## src/rtl/pmc_pkg.sv

```systemverilog
package pmc_pkg;
  localparam int INIT_STEPS   = 5;
  localparam int LADDER_STEPS = 14;

  typedef enum logic [1:0] {
    PH_LOAD = 2'd0, PH_INIT = 2'd1, PH_LADDER = 2'd2, PH_OUTPUT = 2'd3
  } phase_e;

  typedef enum logic [1:0] {SEG_INV1 = 2'd0, SEG_INV2 = 2'd1, SEG_TAIL = 2'd2} seg_e;

  typedef enum logic [1:0] {WB_ADD = 2'd0, WB_MUL = 2'd1, WB_SQR = 2'd2, WB_PASS = 2'd3} wb_e;

  // Operand roles: fixed registers, ladder roles swapped by the key bit,
  // temporaries, and parameter-source entries.
  typedef enum logic [3:0] {
    R_NONE, R_X1, R_Z1, R_X2, R_Z2, R_XA, R_ZA, R_XD, R_ZD,
    R_T1, R_T2, R_PX, R_PY, R_PB, R_ONE
  } role_e;

  typedef struct packed {
    phase_e     phase;
    logic [3:0] instrIdx;
    seg_e       outSeg;
    logic       segFirst;
    logic       tailOdd;
  } seqStrobe_t;

  typedef struct packed {
    role_e srcA;
    role_e srcB;
    role_e dst;
    wb_e   wb;
  } instr_t;
endpackage

```

## src/rtl/pmcSequencer.sv

```systemverilog
module pmcSequencer
  import pmc_pkg::*;
#(
  parameter int KEY_BITS    = 571,
  parameter int INV_CYCLES  = 583,
  parameter int TAIL_CYCLES = 28,
  localparam int IDX_W      = $clog2(KEY_BITS)
) (
  input  logic             clk,
  input  logic             rst,
  input  logic             start,
  input  logic             keyByteStb,
  input  logic             parByteStb,
  output seqStrobe_t       strobe,
  output logic [IDX_W-1:0] keyBitIdx,
  output logic             done
);
  localparam int KEY_BYTES  = (KEY_BITS + 7) / 8;
  localparam int PAR_BYTES  = 3 * KEY_BYTES;
  localparam int OUT_CYCLES = 2 * INV_CYCLES + TAIL_CYCLES;
  localparam int CNT_W      = $clog2(OUT_CYCLES + 1);
  localparam int BYTE_W     = $clog2(PAR_BYTES + 1);

  phase_e            phase;
  logic [CNT_W-1:0]  cnt;
  logic [3:0]        step;
  logic [IDX_W-1:0]  bitIdx;
  logic [BYTE_W-1:0] keyCnt, parCnt;
  logic              loadedOk, startOk;

  assign loadedOk  = (keyCnt == BYTE_W'(KEY_BYTES)) && (parCnt == BYTE_W'(PAR_BYTES));
  assign startOk   = start && loadedOk;
  assign keyBitIdx = bitIdx;

  always_ff @(posedge clk) begin
    if (rst) begin
      phase  <= PH_LOAD;
      cnt    <= '0;
      step   <= '0;
      bitIdx <= '0;
      keyCnt <= '0;
      parCnt <= '0;
      done   <= 1'b0;
    end else begin
      case (phase)
        PH_LOAD: begin
          if (startOk) begin
            phase  <= PH_INIT;
            cnt    <= '0;
            done   <= 1'b0;
            keyCnt <= '0;
            parCnt <= '0;
          end else begin
            if (keyByteStb && keyCnt != BYTE_W'(KEY_BYTES)) keyCnt <= keyCnt + BYTE_W'(1);
            if (parByteStb && parCnt != BYTE_W'(PAR_BYTES)) parCnt <= parCnt + BYTE_W'(1);
          end
        end
        PH_INIT: begin
          if (cnt == CNT_W'(INIT_STEPS - 1)) begin
            phase  <= PH_LADDER;
            cnt    <= '0;
            step   <= '0;
            bitIdx <= IDX_W'(KEY_BITS - 2);
          end else begin
            cnt <= cnt + CNT_W'(1);
          end
        end
        PH_LADDER: begin
          if (step == 4'(LADDER_STEPS - 1)) begin
            step <= '0;
            if (bitIdx == '0) begin
              phase <= PH_OUTPUT;
              cnt   <= '0;
            end else begin
              bitIdx <= bitIdx - IDX_W'(1);
            end
          end else begin
            step <= step + 4'd1;
          end
        end
        default: begin
          if (cnt == CNT_W'(OUT_CYCLES - 1)) begin
            phase <= PH_LOAD;
            cnt   <= '0;
            done  <= 1'b1;
          end else begin
            cnt <= cnt + CNT_W'(1);
          end
        end
      endcase
    end
  end

  always_comb begin
    strobe.phase    = phase;
    strobe.instrIdx = (phase == PH_INIT) ? 4'(cnt) : step;
    strobe.outSeg   = SEG_TAIL;
    strobe.segFirst = 1'b0;
    strobe.tailOdd  = cnt[0];
    if (cnt < CNT_W'(INV_CYCLES)) begin
      strobe.outSeg   = SEG_INV1;
      strobe.segFirst = (cnt == '0);
    end else if (cnt < CNT_W'(2 * INV_CYCLES)) begin
      strobe.outSeg   = SEG_INV2;
      strobe.segFirst = (cnt == CNT_W'(INV_CYCLES));
    end
  end


  start_gate_chk: assert property (@(posedge clk) disable iff (rst)
    (phase == PH_LOAD && !loadedOk) |=> (phase == PH_LOAD));


  init_len_chk: assert property (@(posedge clk) disable iff (rst)
    (phase == PH_INIT && cnt == CNT_W'(INIT_STEPS - 1)) |=> (phase == PH_LADDER && step == 4'd0));


  bit_hold_chk: assert property (@(posedge clk) disable iff (rst)
    (phase == PH_LADDER && step != 4'd0) |-> $stable(bitIdx));


  out_end_chk: assert property (@(posedge clk) disable iff (rst)
    (phase == PH_OUTPUT && cnt == CNT_W'(OUT_CYCLES - 1)) |=> (phase == PH_LOAD && done));


  done_hold_chk: assert property (@(posedge clk) disable iff (rst)
    (done && !startOk) |=> done);
endmodule

```

## src/rtl/pmcInstrGen.sv

```systemverilog
module pmcInstrGen
  import pmc_pkg::*;
(
  input  logic       clk,
  input  logic       rst,
  input  seqStrobe_t strobe,
  input  logic       keyBit,
  output logic [2:0] rdAddrA,
  output logic [2:0] rdAddrB,
  output logic [2:0] wrAddr,
  output logic       wrEn,
  output logic       opSelA,
  output logic       opSelB,
  output logic [1:0] wbSel
);
  function automatic logic [2:0] roleAddr(input role_e r, input logic kb);
    case (r)
      R_X1, R_PX:  return 3'd0;
      R_Z1, R_PY:  return 3'd1;
      R_X2, R_PB:  return 3'd2;
      R_Z2, R_ONE: return 3'd3;
      R_XA:        return kb ? 3'd0 : 3'd2;
      R_ZA:        return kb ? 3'd1 : 3'd3;
      R_XD:        return kb ? 3'd2 : 3'd0;
      R_ZD:        return kb ? 3'd3 : 3'd1;
      R_T1:        return 3'd4;
      R_T2:        return 3'd5;
      default:     return 3'd0;
    endcase
  endfunction

  function automatic logic isParam(input role_e r);
    return (r == R_PX) || (r == R_PY) || (r == R_PB) || (r == R_ONE);
  endfunction

  // Affine to projective conversion.
  function automatic instr_t initRom(input logic [3:0] idx);
    case (idx)
      4'd0:    return '{srcA: R_PX, srcB: R_NONE, dst: R_Z2, wb: WB_SQR};
      4'd1:    return '{srcA: R_PX, srcB: R_NONE, dst: R_X1, wb: WB_PASS};
      4'd2:    return '{srcA: R_ONE, srcB: R_NONE, dst: R_Z1, wb: WB_PASS};
      4'd3:    return '{srcA: R_Z2, srcB: R_NONE, dst: R_X2, wb: WB_SQR};
      default: return '{srcA: R_X2, srcB: R_PB, dst: R_X2, wb: WB_ADD};
    endcase
  endfunction

  // One ladder step: add into (XA,ZA), double (XD,ZD).
  function automatic instr_t ladderRom(input logic [3:0] idx);
    case (idx)
      4'd0:    return '{srcA: R_XA, srcB: R_ZD, dst: R_XA, wb: WB_MUL};
      4'd1:    return '{srcA: R_ZA, srcB: R_XD, dst: R_ZA, wb: WB_MUL};
      4'd2:    return '{srcA: R_XA, srcB: R_ZA, dst: R_T1, wb: WB_MUL};
      4'd3:    return '{srcA: R_XA, srcB: R_ZA, dst: R_ZA, wb: WB_ADD};
      4'd4:    return '{srcA: R_ZA, srcB: R_NONE, dst: R_ZA, wb: WB_SQR};
      4'd5:    return '{srcA: R_PX, srcB: R_ZA, dst: R_XA, wb: WB_MUL};
      4'd6:    return '{srcA: R_XA, srcB: R_T1, dst: R_XA, wb: WB_ADD};
      4'd7:    return '{srcA: R_XD, srcB: R_NONE, dst: R_XD, wb: WB_SQR};
      4'd8:    return '{srcA: R_ZD, srcB: R_NONE, dst: R_ZD, wb: WB_SQR};
      4'd9:    return '{srcA: R_ZD, srcB: R_NONE, dst: R_T1, wb: WB_SQR};
      4'd10:   return '{srcA: R_PB, srcB: R_T1, dst: R_T1, wb: WB_MUL};
      4'd11:   return '{srcA: R_XD, srcB: R_ZD, dst: R_ZD, wb: WB_MUL};
      4'd12:   return '{srcA: R_XD, srcB: R_NONE, dst: R_XD, wb: WB_SQR};
      default: return '{srcA: R_XD, srcB: R_T1, dst: R_XD, wb: WB_ADD};
    endcase
  endfunction

  instr_t ins;

  always_comb begin
    ins = '{srcA: R_NONE, srcB: R_NONE, dst: R_NONE, wb: WB_ADD};
    case (strobe.phase)
      PH_INIT:   ins = initRom(strobe.instrIdx);
      PH_LADDER: ins = ladderRom(strobe.instrIdx);
      PH_OUTPUT: begin
        case (strobe.outSeg)
          SEG_INV1: ins = strobe.segFirst ? '{srcA: R_Z1, srcB: R_NONE, dst: R_T2, wb: WB_PASS}
                                          : '{srcA: R_T2, srcB: R_NONE, dst: R_T2, wb: WB_SQR};
          SEG_INV2: ins = strobe.segFirst ? '{srcA: R_Z2, srcB: R_NONE, dst: R_T1, wb: WB_PASS}
                                          : '{srcA: R_T1, srcB: R_NONE, dst: R_T1, wb: WB_SQR};
          default:  ins = strobe.tailOdd ? '{srcA: R_Z1, srcB: R_PY, dst: R_Z1, wb: WB_ADD}
                                         : '{srcA: R_X1, srcB: R_T2, dst: R_X1, wb: WB_MUL};
        endcase
      end
      default: ;
    endcase
  end

  assign rdAddrA = roleAddr(ins.srcA, keyBit);
  assign rdAddrB = roleAddr(ins.srcB, keyBit);
  assign wrAddr  = roleAddr(ins.dst, keyBit);
  assign opSelA  = isParam(ins.srcA);
  assign opSelB  = isParam(ins.srcB);
  assign wbSel   = ins.wb;
  assign wrEn    = (strobe.phase != PH_LOAD);


  ladder_dest_chk: assert property (@(posedge clk) disable iff (rst)
    (strobe.phase == PH_LADDER && strobe.instrIdx == 4'd0) |-> (wrAddr == (keyBit ? 3'd0 : 3'd2)));
endmodule

```

## src/rtl/pmLadderCtrl.sv

```systemverilog
module pmLadderCtrl
  import pmc_pkg::*;
#(
  parameter int KEY_BITS    = 571,
  parameter int INV_CYCLES  = 583,
  parameter int TAIL_CYCLES = 28,
  localparam int IDX_W      = $clog2(KEY_BITS)
) (
  input  logic             clk,
  input  logic             rst,
  input  logic             start,
  input  logic             keyByteStb,
  input  logic             parByteStb,
  input  logic             keyBit,
  output logic [IDX_W-1:0] keyBitIdx,
  output logic [1:0]       phase,
  output logic [2:0]       rdAddrA,
  output logic [2:0]       rdAddrB,
  output logic [2:0]       wrAddr,
  output logic             wrEn,
  output logic             opSelA,
  output logic             opSelB,
  output logic [1:0]       wbSel,
  output logic             done
);
  seqStrobe_t strobe;

  pmcSequencer #(
    .KEY_BITS(KEY_BITS), .INV_CYCLES(INV_CYCLES), .TAIL_CYCLES(TAIL_CYCLES)
  ) u_seq (
    .clk(clk), .rst(rst), .start(start), .keyByteStb(keyByteStb), .parByteStb(parByteStb),
    .strobe(strobe), .keyBitIdx(keyBitIdx), .done(done)
  );

  pmcInstrGen u_gen (
    .clk(clk), .rst(rst), .strobe(strobe), .keyBit(keyBit),
    .rdAddrA(rdAddrA), .rdAddrB(rdAddrB), .wrAddr(wrAddr), .wrEn(wrEn),
    .opSelA(opSelA), .opSelB(opSelB), .wbSel(wbSel)
  );

  assign phase = strobe.phase;
endmodule

```

## config.mk

```make
export PLATFORM = sky130hd
export DESIGN_NAME = pmLadderCtrl
export DESIGN_NICKNAME = d
export VERILOG_FILES = /design/src/rtl/pmc_pkg.sv /design/src/rtl/pmcSequencer.sv /design/src/rtl/pmcInstrGen.sv /design/src/rtl/pmLadderCtrl.sv
export SDC_FILE = /design/constraint.sdc
export NUM_CORES = 1
export LEC_CHECK = 0
export ABC_AREA = 1
export CORE_ASPECT_RATIO = 0.5
export CORE_UTILIZATION = 60
export CTS_BUF_LIST = sky130_fd_sc_hd__clkbuf_2
export DETAILED_ROUTE_END_ITERATION = 10
export PLACE_DENSITY = 0.83
export SYNTH_ARGS = -nofsm -noshare
export SYNTH_HDL_FRONTEND = slang
export SYNTH_SLANG_ARGS = --single-unit
```

## constraint.sdc

```tcl
create_clock -name clk -period 3.9 [get_ports clk]
set_clock_uncertainty 0.15 [all_clocks]
set_input_delay 0.585 -clock clk [delete_from_list [all_inputs] [get_ports clk]]
set_output_delay 0.585 -clock clk [all_outputs]
set_load 0.05 [all_outputs]
```

### After elaboration in Yosys (flattened, before gate mapping)

Memories as Yosys holds them, arrays and structs flattened.
Index checks and enable logic that the tools add are counted.

* $lt $le $gt $ge: 2
* bitwise operators: 1
* div/mod/pow operators: 0
* mux-type cells: 42
* reductions and logical operators: 38
* shifts and indexed selects: 0
* add/sub/neg operators: 5
* multipliers: 0
* eq/ne operators: 58

Operators by type and width (count)
* $eq A4 B4 Y1 const B: 21
* $pmux W3 S9: 3
* $pmux W14 S4: 1
* $mux W11: 5
* $eq A4 B3 Y1 const B: 12
* $pmux W14 S3: 1
* $pmux W11 S3: 1
* $eq A4 B2 Y1 const B: 8
* $mux W8: 4
* $mux W10: 3
* $mux W14: 2
* $pmux W14 S2: 1
* $pmux W10 S2: 1
* $reduce_or A2 Y1: 10
* $mux W2: 9
* $add A8 B1 Y8 const B: 2
* $mux W12: 1
* $mux W4: 3
* $add A11 B1 Y11 const B: 1
* $eq A11 B10 Y1 const B: 1
* $eq A11 B11 Y1 const B: 1
* $eq A11 B3 Y1 const B: 1
* $logic_not A11 Y1: 1
* $lt A11 B10 Y1 const B: 1
* 29 further kinds: 52

* input port bits: 6
* register bits: 44
* RAM bits: 0
* bits in read-only memories: 224
* latch bits: 0
* word-level logic and storage cells: 154
* memories kept: 1
* output and inout port bits: 27

Memories
* (no name shown): depth 16, bits a word 14, rd ports 1, clocked after Yosys merged registers in 0, wr ports 0, line pmcInstrGen.sv:49 `case (idx)`

### Depth between registers and ports, before layout

Gate-level depths: netlist of the first run.

* depth after elaboration: 10
* mapped depth: 20

### By module

A second synthesis of the first run with hierarchy kept.

* cells, all modules: 712
* area, all modules: 4144.0 um2

Modules (own cells, without submodules)
* pmcSequencer: cells each 486, seq. area each 880.8 um2, area each 3057.9 um2, instances 1
* pmcInstrGen: cells each 226, seq. area each 0.0 um2, area each 1086.0 um2, instances 1

### Least setup slack after synthesis of the first run

OpenSTA, ideal clock, no wires.

* path type: register -> output
* start: register u_seq.phase[1]
* end: output port rdAddrA[2]
* arrival time: 3.322 ns
* path slack: -0.157 ns
* data required time: 3.165 ns
* buffers on the path: 1
* cell stages (with the launch flop): 14
* cell sequence: dfxtp_1 inv_1 ha_1 buf_6 o21ai_2 inv_1 ha_1 o211ai_1 nand2_1 nand2_1 nand3_1 nor2_1 nand3_1 a21boi_0

* cells in the longest elaborated chain, start to end: 8
* elaborated cells on any way between the ends: 27
* those cells by class: eq/ne (18); mux (4); reduce/logical (4); memory (1)

Ends and longest elaborated chain
* start, declared: line pmcSequencer.sv:24 `phase_e phase;`
* start signal, assigned: line pmcSequencer.sv:37 `phase <= PH_LOAD;`
* start signal, assigned: line pmcSequencer.sv:48 `phase <= PH_INIT;`
* start signal, assigned: line pmcSequencer.sv:60 `phase <= PH_LADDER;`
* parallel branches: the longest is 4 deep, another holds $mem_v2 Z16 W14
* $pmux W14 S3 (*): line pmcInstrGen.sv:71 `case (strobe.phase)`
* $eq A4 B3 Y1 (tied with other cells): line pmcInstrGen.sv:17 `case (r)`
* $reduce_or A2 Y1: line pmcInstrGen.sv:17
* $pmux W3 S9 (*): line pmcInstrGen.sv:17
* end, declared: line pmLadderCtrl.sv:17 `output logic [2:0] rdAddrA,`

Mark *: on every way between the ends.

### Worst setup path in the final report of the first run

* start: register u_seq.phase[1]
* end: output port rdAddrA[1]

Same word-level chain as after synthesis.

==> impl_metrics.toml, run 1 <==
[global_routing]
gr-total-overflow = 0
first_global_vias = 3330
antenna_found_initial = 0
grt_pass1_wl_um = 14700
grtUsageTotal_pct = 28.0
grt_max_degree = 22

[final_layout]
diodes = 0
utilization_pct = 78.7
drive_gt1_share_pct = 15.7
final_cell_area_um2 = 4460
area_delta_synth_final_pct = 22.1
final.fill_count = 425
multi_input_area_um2 = 2560
seqCellArea_um2 = 886
final_nets = 671

[worst_setup_path]
critPathMaxFanout = 7
endpoint_kind = "primary output"
r2r-end = "u_seq.cnt[5]$_SDFFE_PP0P_"
r2r-start = "u_seq.parCnt[0]$_SDFFE_PP0P_"
arrival_ns = 2.98
setup.reg_to_reg.worst_slack_ns = 1.47
cp.required_ns = 3.16
r2r_cells = 13
path_class = "register to primary output"
critPathLaunchType = "register"

[floorplanning]
core_area_um2 = 5660
ios = 33
placement_rows = 19
die_width_um = 112
initial_core_util_pct = 64.5
die-area_um2 = 6420
fp.dieH_um = 57.1

[drt]
viasPerCell = 5.73
dr.pass1.iters = 8
dr_total_vias = 4107
wl_per_cell_um = 13.1
drt_wl_total_um = 9370
ant_nets = 0
drt_iter0_drc = 313
drc = 5

[timing]
layout_setup_ws_ns = 0.183
setup_viol = 0
fin_hold_ws_ns = 0.356
min_period_ns = 3.72
fin_crit_sh_pct = 95.3
tightestPinTransition_ns = 0.689
slew_violations = 0
slew_headroom_pct = 54.0
hold_violations = 0
fmax_ghz = 0.269

[pwr]
ir_drop_mv = 0.196
p_leak_nw = 1.85
p_per_area_nw_per_um2 = 170

[synth]
synthTopCellsByArea = "dfxtp_1, nand2_1, nand3_1"
async_flop_share_pct = 0
synthesis.nets = 627
synth_area_leader_cell = "dfxtp_1"
syn_inst = 599
avgSynthCellArea_um2 = 6.09
synthFlopType = "dfxtp_1"
synth_edf_count = 0
netlist_area_um2 = 3650
ys_seq_area_share_pct = 24.1
yosys_warnings = 0
synth.ff_latch_count = 44
synth_top_area_share_pct = 24.1
synthDistinctLibCells = 38

[outcome]
failed_checks = "design-rule violations"
status = "finished with violations"

[clock_network]
clock-root-buffer = "clkbuf_2"
clk_pin_slew_ns = 0.24
clk_path_buf_depth = 2
clk_latency_ns = 0.41
h-tree-depth = 2
cts_tree = "yes"
clock-sinks = 44
cts_hold_buf = 0
cts_buffers = 5

[min_path]
hold_end = "u_seq.parCnt[1]$_SDFFE_PP0P_"
worstHoldPathType = "register to register"
hp-start = "u_seq.parCnt[1]$_SDFFE_PP0P_"
whs_path_depth = 2

[flow_run]
maxCapViolCount = 0

[placement]
placed_cell_area_um2 = 4130
portBuffers = 32
post-place-ws_ns = 0.360
place_hpwl_um = 6690
gp_congestion = 0.936
==> placed cells by master (no fill, tap or decap), types with 3 or more instances in the layout <==
cell	instances
xnor2_1	3
nor3b_1	4
nor3_1	14
nand2_4	4
o21ai_0	33
nand3_2	5
a21oi_2	3
nand2_1	146
xor2_1	4
o21ai_1	3
nand4_1	14
dfxtp_1	42
ha_2	3
o211ai_1	5
nand3_1	53
nor4_1	3
inv_1	64
clkdlybuf4s50_1	19
a31oi_1	5
buf_4	16
inv_2	10
ha_1	17
a211oi_1	3
clkbuf_2	5
a21oi_1	37
nor2_1	64
buf_12	12
nor2_2	9
nand2_2	13
o21ai_2	5
nand3b_1	3
==> registers in the layout, summed over array words and instances (netlist names) <==
name / cells
u_seq.cnt: 11
u_seq.keyCnt: 8
u_seq.keyBitIdx: 10
u_seq.done: 1
u_seq.parCnt: 8
u_seq.phase: 2
u_seq.step: 4
==> logic make-up (layout without fill, tap and decap cells) <==
logic type / count (synthesis) / after routing / synth area share [%]
AND/OR/NAND/NOR: 334 / 335 / 40.3
AO/OA/AOI/OAI: 104 / 104 / 16.4
buffers and inverters: 88 / 132 / 9.98
flip-flops: 44 / 44 / 24.1
adder cells (fa/ha/maj): 22 / 22 / 7.54
XOR/XNOR: 7 / 7 / 1.68
==> critical path: stages, from the launching register on <==
cell	delay, ns
dfxtp_4	0.43
inv_2	0.06
ha_4	0.19
o21ai_2	0.20
inv_2	0.10
ha_2	0.24
o211ai_1	0.26
nand2_1	0.14
nand2_1	0.09
nand3_2	0.10
nor2_2	0.15
nand3_1	0.13
a21oi_1	0.19
nor2_1	0.05
nand2_1	0.10
buf_12	0.14
==> repair_timing <==
action | in CTS | in global routing
setup endpoints to repair | 11 | 11
gates cloned | 0 | 1
endpoints found under the hold margin | 0 | 0
buffers inserted | 0 | 10
pin swaps | 0 | 11
gates resized for setup | 3 | 49
==> cells in the mapped netlist, drive strengths merged (2+ instances only) <==
cell type,count
nand3b,3
nand3,58
ha,22
dfxtp,44
nand2,162
o21ai,42
o31ai,2
inv,75
a31oi,6
xor2,4
buf,9
nand4,14
xnor2,3
nor4,3
o211ai,5
a21oi,40
nor2,75
clkbuf,3
nor3b,4
o21bai,2
a211oi,3
nor3,14
==> cell type report <==
class	count	share of cell area (%)
Sequential cell	44	19.9
Tap cell	73	2.05
Clock buffer	5	0.562
Inverter	76	6.49
Clock inverter	3	1.04
Multi-Input combinational cell	468	57.5
Timing Repair Buffer	48	12.5
==> power breakdown <==
group          switching (mW)  internal [mW]
clock                   0.157          0.110
combinational          0.0222         0.0125
sequential            0.00263          0.454
total                   0.182          0.577
==> per-layer routing <==
metal  wire length, um  up-vias  share of wire, %  GRT usage (%)
met2              4100      157                44           45.0
met3               606       20               6.5           4.68
li1                  -     2066                 -              -
met1              4500     1864                48           39.6
met5                 0        -                 0              0
met4               164        0               1.7           6.67
==> worst max-delay path by stage <==
stage | start | endpoint | slack (ns) | depth (start not counted)
after global placement | u_seq.phase[1]$_SDFFE_PP0P_ | wrAddr[0] | 0.39 | 17
after global routing | u_seq.phase[1]$_SDFFE_PP0P_ | rdAddrA[1] | -0.08 | 16
after floorplan | u_seq.phase[1]$_SDFFE_PP0P_ | rdAddrB[0] | 0.17 | 11
after CTS | u_seq.phase[1]$_SDFFE_PP0P_ | rdAddrA[0] | 0.04 | 16
after detailed placement | u_seq.phase[1]$_SDFFE_PP0P_ | wrAddr[0] | 0.36 | 17
final | u_seq.phase[1]$_SDFFE_PP0P_ | rdAddrA[1] | 0.18 | 15
==> through the flow <==
stage | setup TNS, ns | total power, mW | cells
6_report | 0 | 0.759 | 717
5_1_grt | -0.176 | 0.793 | 717
2_1_floorplan | 0 | 0.486 | 599
4_1_cts | 0 | 0.767 | 706
3_3_place_gp | 0 | 0.499 | 698
3_5_place_dp | 0 | 0.499 | 698
Note: power is estimated with default switching activity, not from simulation.
==> run 2: changes to the inputs <==
Settings changed: PLACE_DENSITY 0.83 to 0.82.
==> impl_metrics.toml, run 2 (same netlist as run 1, synthesis figures left out) <==
[outcome]
status = "finished with violations"
failed_checks = "design-rule violations"

[final_layout]
area_delta_synth_final_pct = 21.2
layout_common_cells = "nand2_1, nor2_1, inv_1"
final.fill_count = 432
final_nets = 670
largest_reg_flops = 11
diodes = 0
top_register = "u_seq.cnt"
layout_commonest_cell = "nand2_1"
drive_gt1_share_pct = 14.6
utilization_pct = 78.2

[timing]
slew_violations = 0
setup_viol = 0
fmax_ghz = 0.263
tightestPinTransition_ns = 0.630
slew_headroom_pct = 58.0
hold_violations = 0
fin_crit_sh_pct = 97.5
min_period_ns = 3.80

[worst_setup_path]
r2r-end = "u_seq.cnt[9]$_SDFFE_PP0P_"
critPathMaxFanout = 16
r2r-start = "u_seq.keyBitIdx[0]$_SDFFE_PP0P_"
r2r_cells = 12
critPathLaunchType = "register"
setup.reg_to_reg.worst_slack_ns = 1.44
path_class = "register to primary output"
cp.required_ns = 3.16
arrival_ns = 3.07
endpoint_kind = "primary output"

[clock_network]
clk_latency_ns = 0.45
cts_buffers = 5
h-tree-depth = 2
clk_path_buf_depth = 2
clk_pin_slew_ns = 0.27
clock-root-buffer = "clkbuf_2"
cts_hold_buf = 0
clock-sinks = 44
cts_tree = "yes"

[drt]
drt_wl_total_um = 9760
dr_total_vias = 4137
ant_nets = 0
dr.pass1.iters = 9
viasPerCell = 5.78
wl_per_cell_um = 13.6
drc = 4
drt_iter0_drc = 421

[floorplanning]
placement_rows = 19
ios = 33
die_width_um = 112
initial_core_util_pct = 64.5
core_area_um2 = 5660
fp.dieH_um = 57.1
die-area_um2 = 6420

[global_routing]
grt_max_degree = 22
gr-total-overflow = 0
grt_pass1_wl_um = 15000
antenna_found_initial = 0
grtUsageTotal_pct = 28.8
first_global_vias = 3379

[flow_run]
maxCapViolCount = 0

[pwr]
p_leak_nw = 1.84
p_per_area_nw_per_um2 = 176
ir_drop_mv = 0.179
power.total_uw = 778

[placement]
portBuffers = 32
place_hpwl_um = 6820
gp_congestion = 0.926

[min_path]
whs_path_depth = 2
worstHoldPathType = "register to register"
hp-start = "u_seq.parCnt[1]$_SDFFE_PP0P_"
hold_end = "u_seq.parCnt[1]$_SDFFE_PP0P_"
## run 2: report_power, final
part	switching (mW)	total, mW	internal, mW
clock	0.176	0.286	0.110
combinational	0.0226	0.0354	0.0127
sequential	0.00275	0.457	0.454
total	0.201	0.778	0.577
## run 2: area by class of cell
class / count / area (um2) / area share [%]
Timing Repair Buffer: 46 / 542 / 12.3
Inverter: 76 / 285 / 6.45
Multi-Input combinational cell: 469 / 2550 / 57.6
Clock buffer: 5 / 25.0 / 0.566
Clock inverter: 3 / 46.3 / 1.05
Sequential cell: 44 / 886 / 20.0
Tap cell: 73 / 91.3 / 2.07
## run 2: per-stage QoR
step | instance area (um2) | TNS [ns] | setup WS (ns) | cells | hold WS [ns]
after floorplan | 3650 | 0 | 0.173 | 599 | 0.306
after global placement | 4120 | 0 | 0.400 | 697 | 0.315
after detailed placement | 4120 | 0 | 0.328 | 697 | 0.330
after CTS | 4200 | 0 | 0.0100 | 705 | 0.358
after global routing | 4420 | -0.370 | -0.0879 | 716 | 0.384
final | 4420 | 0 | 0.0977 | 716 | 0.356
## run 2: layer usage
layer	wire [um]	vias up	track usage, %
met1	4480	1836	39.6
met3	800	43	5.42
met2	4220	194	47.8
met4	257	0	5.71
li1	-	2064	-
met5	0	-	0
## run 2: critical path: stages (launching register included)
cell and delay, ns:
dfxtp_4 0.44, inv_2 0.06, ha_4 0.19, buf_8 0.16
inv_2 0.11, nand2_2 0.10, nand2_4 0.15, nand2_4 0.09
inv_1 0.13, o31ai_4 0.11, o21ai_1 0.22, nand3_2 0.18
nand2_1 0.17, nand2_1 0.11, nand2_1 0.07, nand3_1 0.08
nand3_2 0.10, buf_12 0.14
## run 2: worst max path at each step
| stage | startpoint | end | slack [ns] | cells past startpoint |
|---|---|---|---|---|
| floorplan | u_seq.phase[1]$_SDFFE_PP0P_ | rdAddrB[0] | 0.17 | 11 |
| global placement | u_seq.phase[1]$_SDFFE_PP0P_ | wrAddr[0] | 0.40 | 17 |
| detailed placement | u_seq.phase[1]$_SDFFE_PP0P_ | rdAddrA[1] | 0.33 | 18 |
| CTS | u_seq.phase[0]$_SDFFE_PP0P_ | rdAddrA[0] | 0.01 | 15 |
| global route | u_seq.phase[1]$_SDFFE_PP0P_ | rdAddrB[1] | -0.09 | 16 |
| finish | u_seq.phase[1]$_SDFFE_PP0P_ | wrAddr[1] | 0.1 | 17 |
## run 2: what timing repair did
action | 4_1_cts | 5_1_grt
setup buffers | 0 | 9
endpoints found under the setup margin | 11 | 11
resized for setup | 3 | 39
gates cloned | 0 | 2
pin swaps | 0 | 7
==> run 3: changes to the inputs <==
Settings changed: CORE_UTILIZATION 60 to 65, PLACE_DENSITY 0.82 to 0.88, RECOVER_POWER from default to 25.
Clock period 3.9 ns to 4.65 ns, I/O delays scaled along.
==> impl_metrics.toml, run 3 (same netlist as run 1, synthesis figures left out) <==
[min_path]
worstHoldPathType = "register to register"
whs_path_depth = 1
hp-start = "u_seq.keyBitIdx[0]$_SDFFE_PP0P_"
hold_end = "u_seq.keyBitIdx[0]$_SDFFE_PP0P_"

[worst_setup_path]
critPathLaunchType = "register"
r2r-end = "u_seq.keyBitIdx[8]$_SDFFE_PP0P_"
r2r-start = "u_seq.phase[1]$_SDFFE_PP0P_"
cp_slowest_cell = "clkdlybuf4s50_1"
r2r_cells = 9
path_cells = "ha_2 > nand2_1 > o21ai_4 > inv_1 > ha_1 > o31ai_1 > a21oi_1 > a211oi_1 > nor2_1 > clkdlybuf4s50_1"
setup.reg_to_reg.worst_slack_ns = 1.98
arrival_ns = 3.51
critPathMaxFanout = 15
crit_path_start = "u_seq.phase[0]$_SDFFE_PP0P_"
endpoint_kind = "primary output"
cp.required_ns = 3.80
path_class = "register to primary output"
crit_path_max_incr_delay_ns = 0.71

[final_layout]
layout_commonest_cell = "nand2_1"
diodes = 0
utilization_pct = 78.9
final_cell_area_um2 = 4070
multi_input_area_um2 = 2400
top_register = "u_seq.cnt"
area_delta_synth_final_pct = 11.5
final_nets = 655
layout_common_cells = "nand2_1, nor2_1, inv_1"
largest_reg_flops = 11
drive_gt1_share_pct = 6.69
final.fill_count = 432
seqCellArea_um2 = 881
final_cells = 698

[timing]
fin_crit_sh_pct = 93.8
fmax_ghz = 0.229
slew_headroom_pct = 59.7
tightestPinTransition_ns = 0.602
layout_setup_ws_ns = 0.289
slew_violations = 0
min_period_ns = 4.36
hold_violations = 0
rsz0062_at_grt = "no"
fin_setup_tns_ns = 0
setup_viol = 0
fin_hold_ws_ns = 0.363

[flow_run]
maxCapViolCount = 0

[drt]
viasPerCell = 5.67
drt_iter0_drc = 331
dr_total_vias = 3958
wl_per_cell_um = 12.5
drc = 0
drt_wl_total_um = 8720
ant_nets = 0
dr.pass1.iters = 5

[floorplanning]
fp.dieH_um = 55.0
placement_rows = 18
die_width_um = 108
initial_core_util_pct = 70.7
die-area_um2 = 5930
core_area_um2 = 5160
ios = 33

[clock_network]
clock-root-buffer = "clkbuf_2"
cts_setup_buffers = 0
cts_tree = "yes"
clk_path_buf_depth = 2
clk_latency_ns = 0.43
h-tree-depth = 2
cts_buffers = 5
clock-sinks = 44
clk_pin_slew_ns = 0.26

[pwr]
power.total_uw = 643
p_per_area_nw_per_um2 = 158
p_leak_nw = 1.73
ir_drop_mv = 0.169

[global_routing]
grtUsageTotal_pct = 29.7
antenna_found_initial = 0
gr-total-overflow = 0
grt_pass1_wl_um = 13800
grt_max_degree = 22
first_global_vias = 3174

[placement]
place_hpwl_um = 6620
dp_cells = 690
gp_congestion = 0.968
post-place-ws_ns = 0.664
portBuffers = 32
placed_cell_area_um2 = 4000

[outcome]
status = "complete, no violations"
## run 3: changes by cell type in the layout (fill, tap and decap cells not counted), moves of 6 or more
| cell | before | now |
|---|---|---|
| nor2_2 | 7 | 1 |
| nand2_2 | 12 | 5 |
| buf_12 | 11 | 3 |
| nor2_1 | 67 | 73 |
| nand2_1 | 148 | 154 |
## run 3: layer usage
metal / up-vias / track usage [%] / wire (um)
li1: 2032 / - / -
met1: 1747 / 39.7 / 4090
met2: 168 / 51.1 / 3800
met3: 11 / 5.97 / 763
met4: 0 / 5.71 / 66
met5: - / 0 / 0
## run 3: timing repair
| item | CTS | global route |
|---|---|---|
| setup endpoints to repair | 0 | 12 |
| hold buffers | 0 | 0 |
| gates resized for setup | 0 | 2 |
## run 3: area by class of cell
type	count	area share, %
repair buffers	33	8.31
multi-input cells	467	59.1
clock buffers	5	0.615
flip-flops and latches	44	21.7
inverters	76	7.01
clock inverters	3	1.14
well taps	70	2.15
## run 3: critical path, delay by kind of cell, from the launching register on
family / cells / cell delay [ns]
buffers and inverters: 2 / 0.86
AOI/OAI and AO/OA: 4 / 0.81
adders and majority gates: 2 / 0.70
DFF: 1 / 0.50
and+or+nand+nor: 2 / 0.23
## run 3: worst max path at each step
stage / cells after the start / slack [ns] / endpoint
global route: 14 / 0.01 / rdAddrB[1]
detailed placement: 10 / 0.66 / wbSel[1]
CTS: 10 / 0.16 / wbSel[1]
floorplan: 13 / 0.48 / rdAddrA[2]
finish: 10 / 0.29 / wbSel[1]
global placement: 10 / 0.77 / wbSel[1]
## run 3: power breakdown
group / switching [mW] / leakage (nW) / internal, mW
clock network: 0.138 / 0.0396 / 0.0926
logic: 0.0183 / 1.33 / 0.0105
registers: 0.00236 / 0.355 / 0.381
total: 0.159 / 1.73 / 0.484
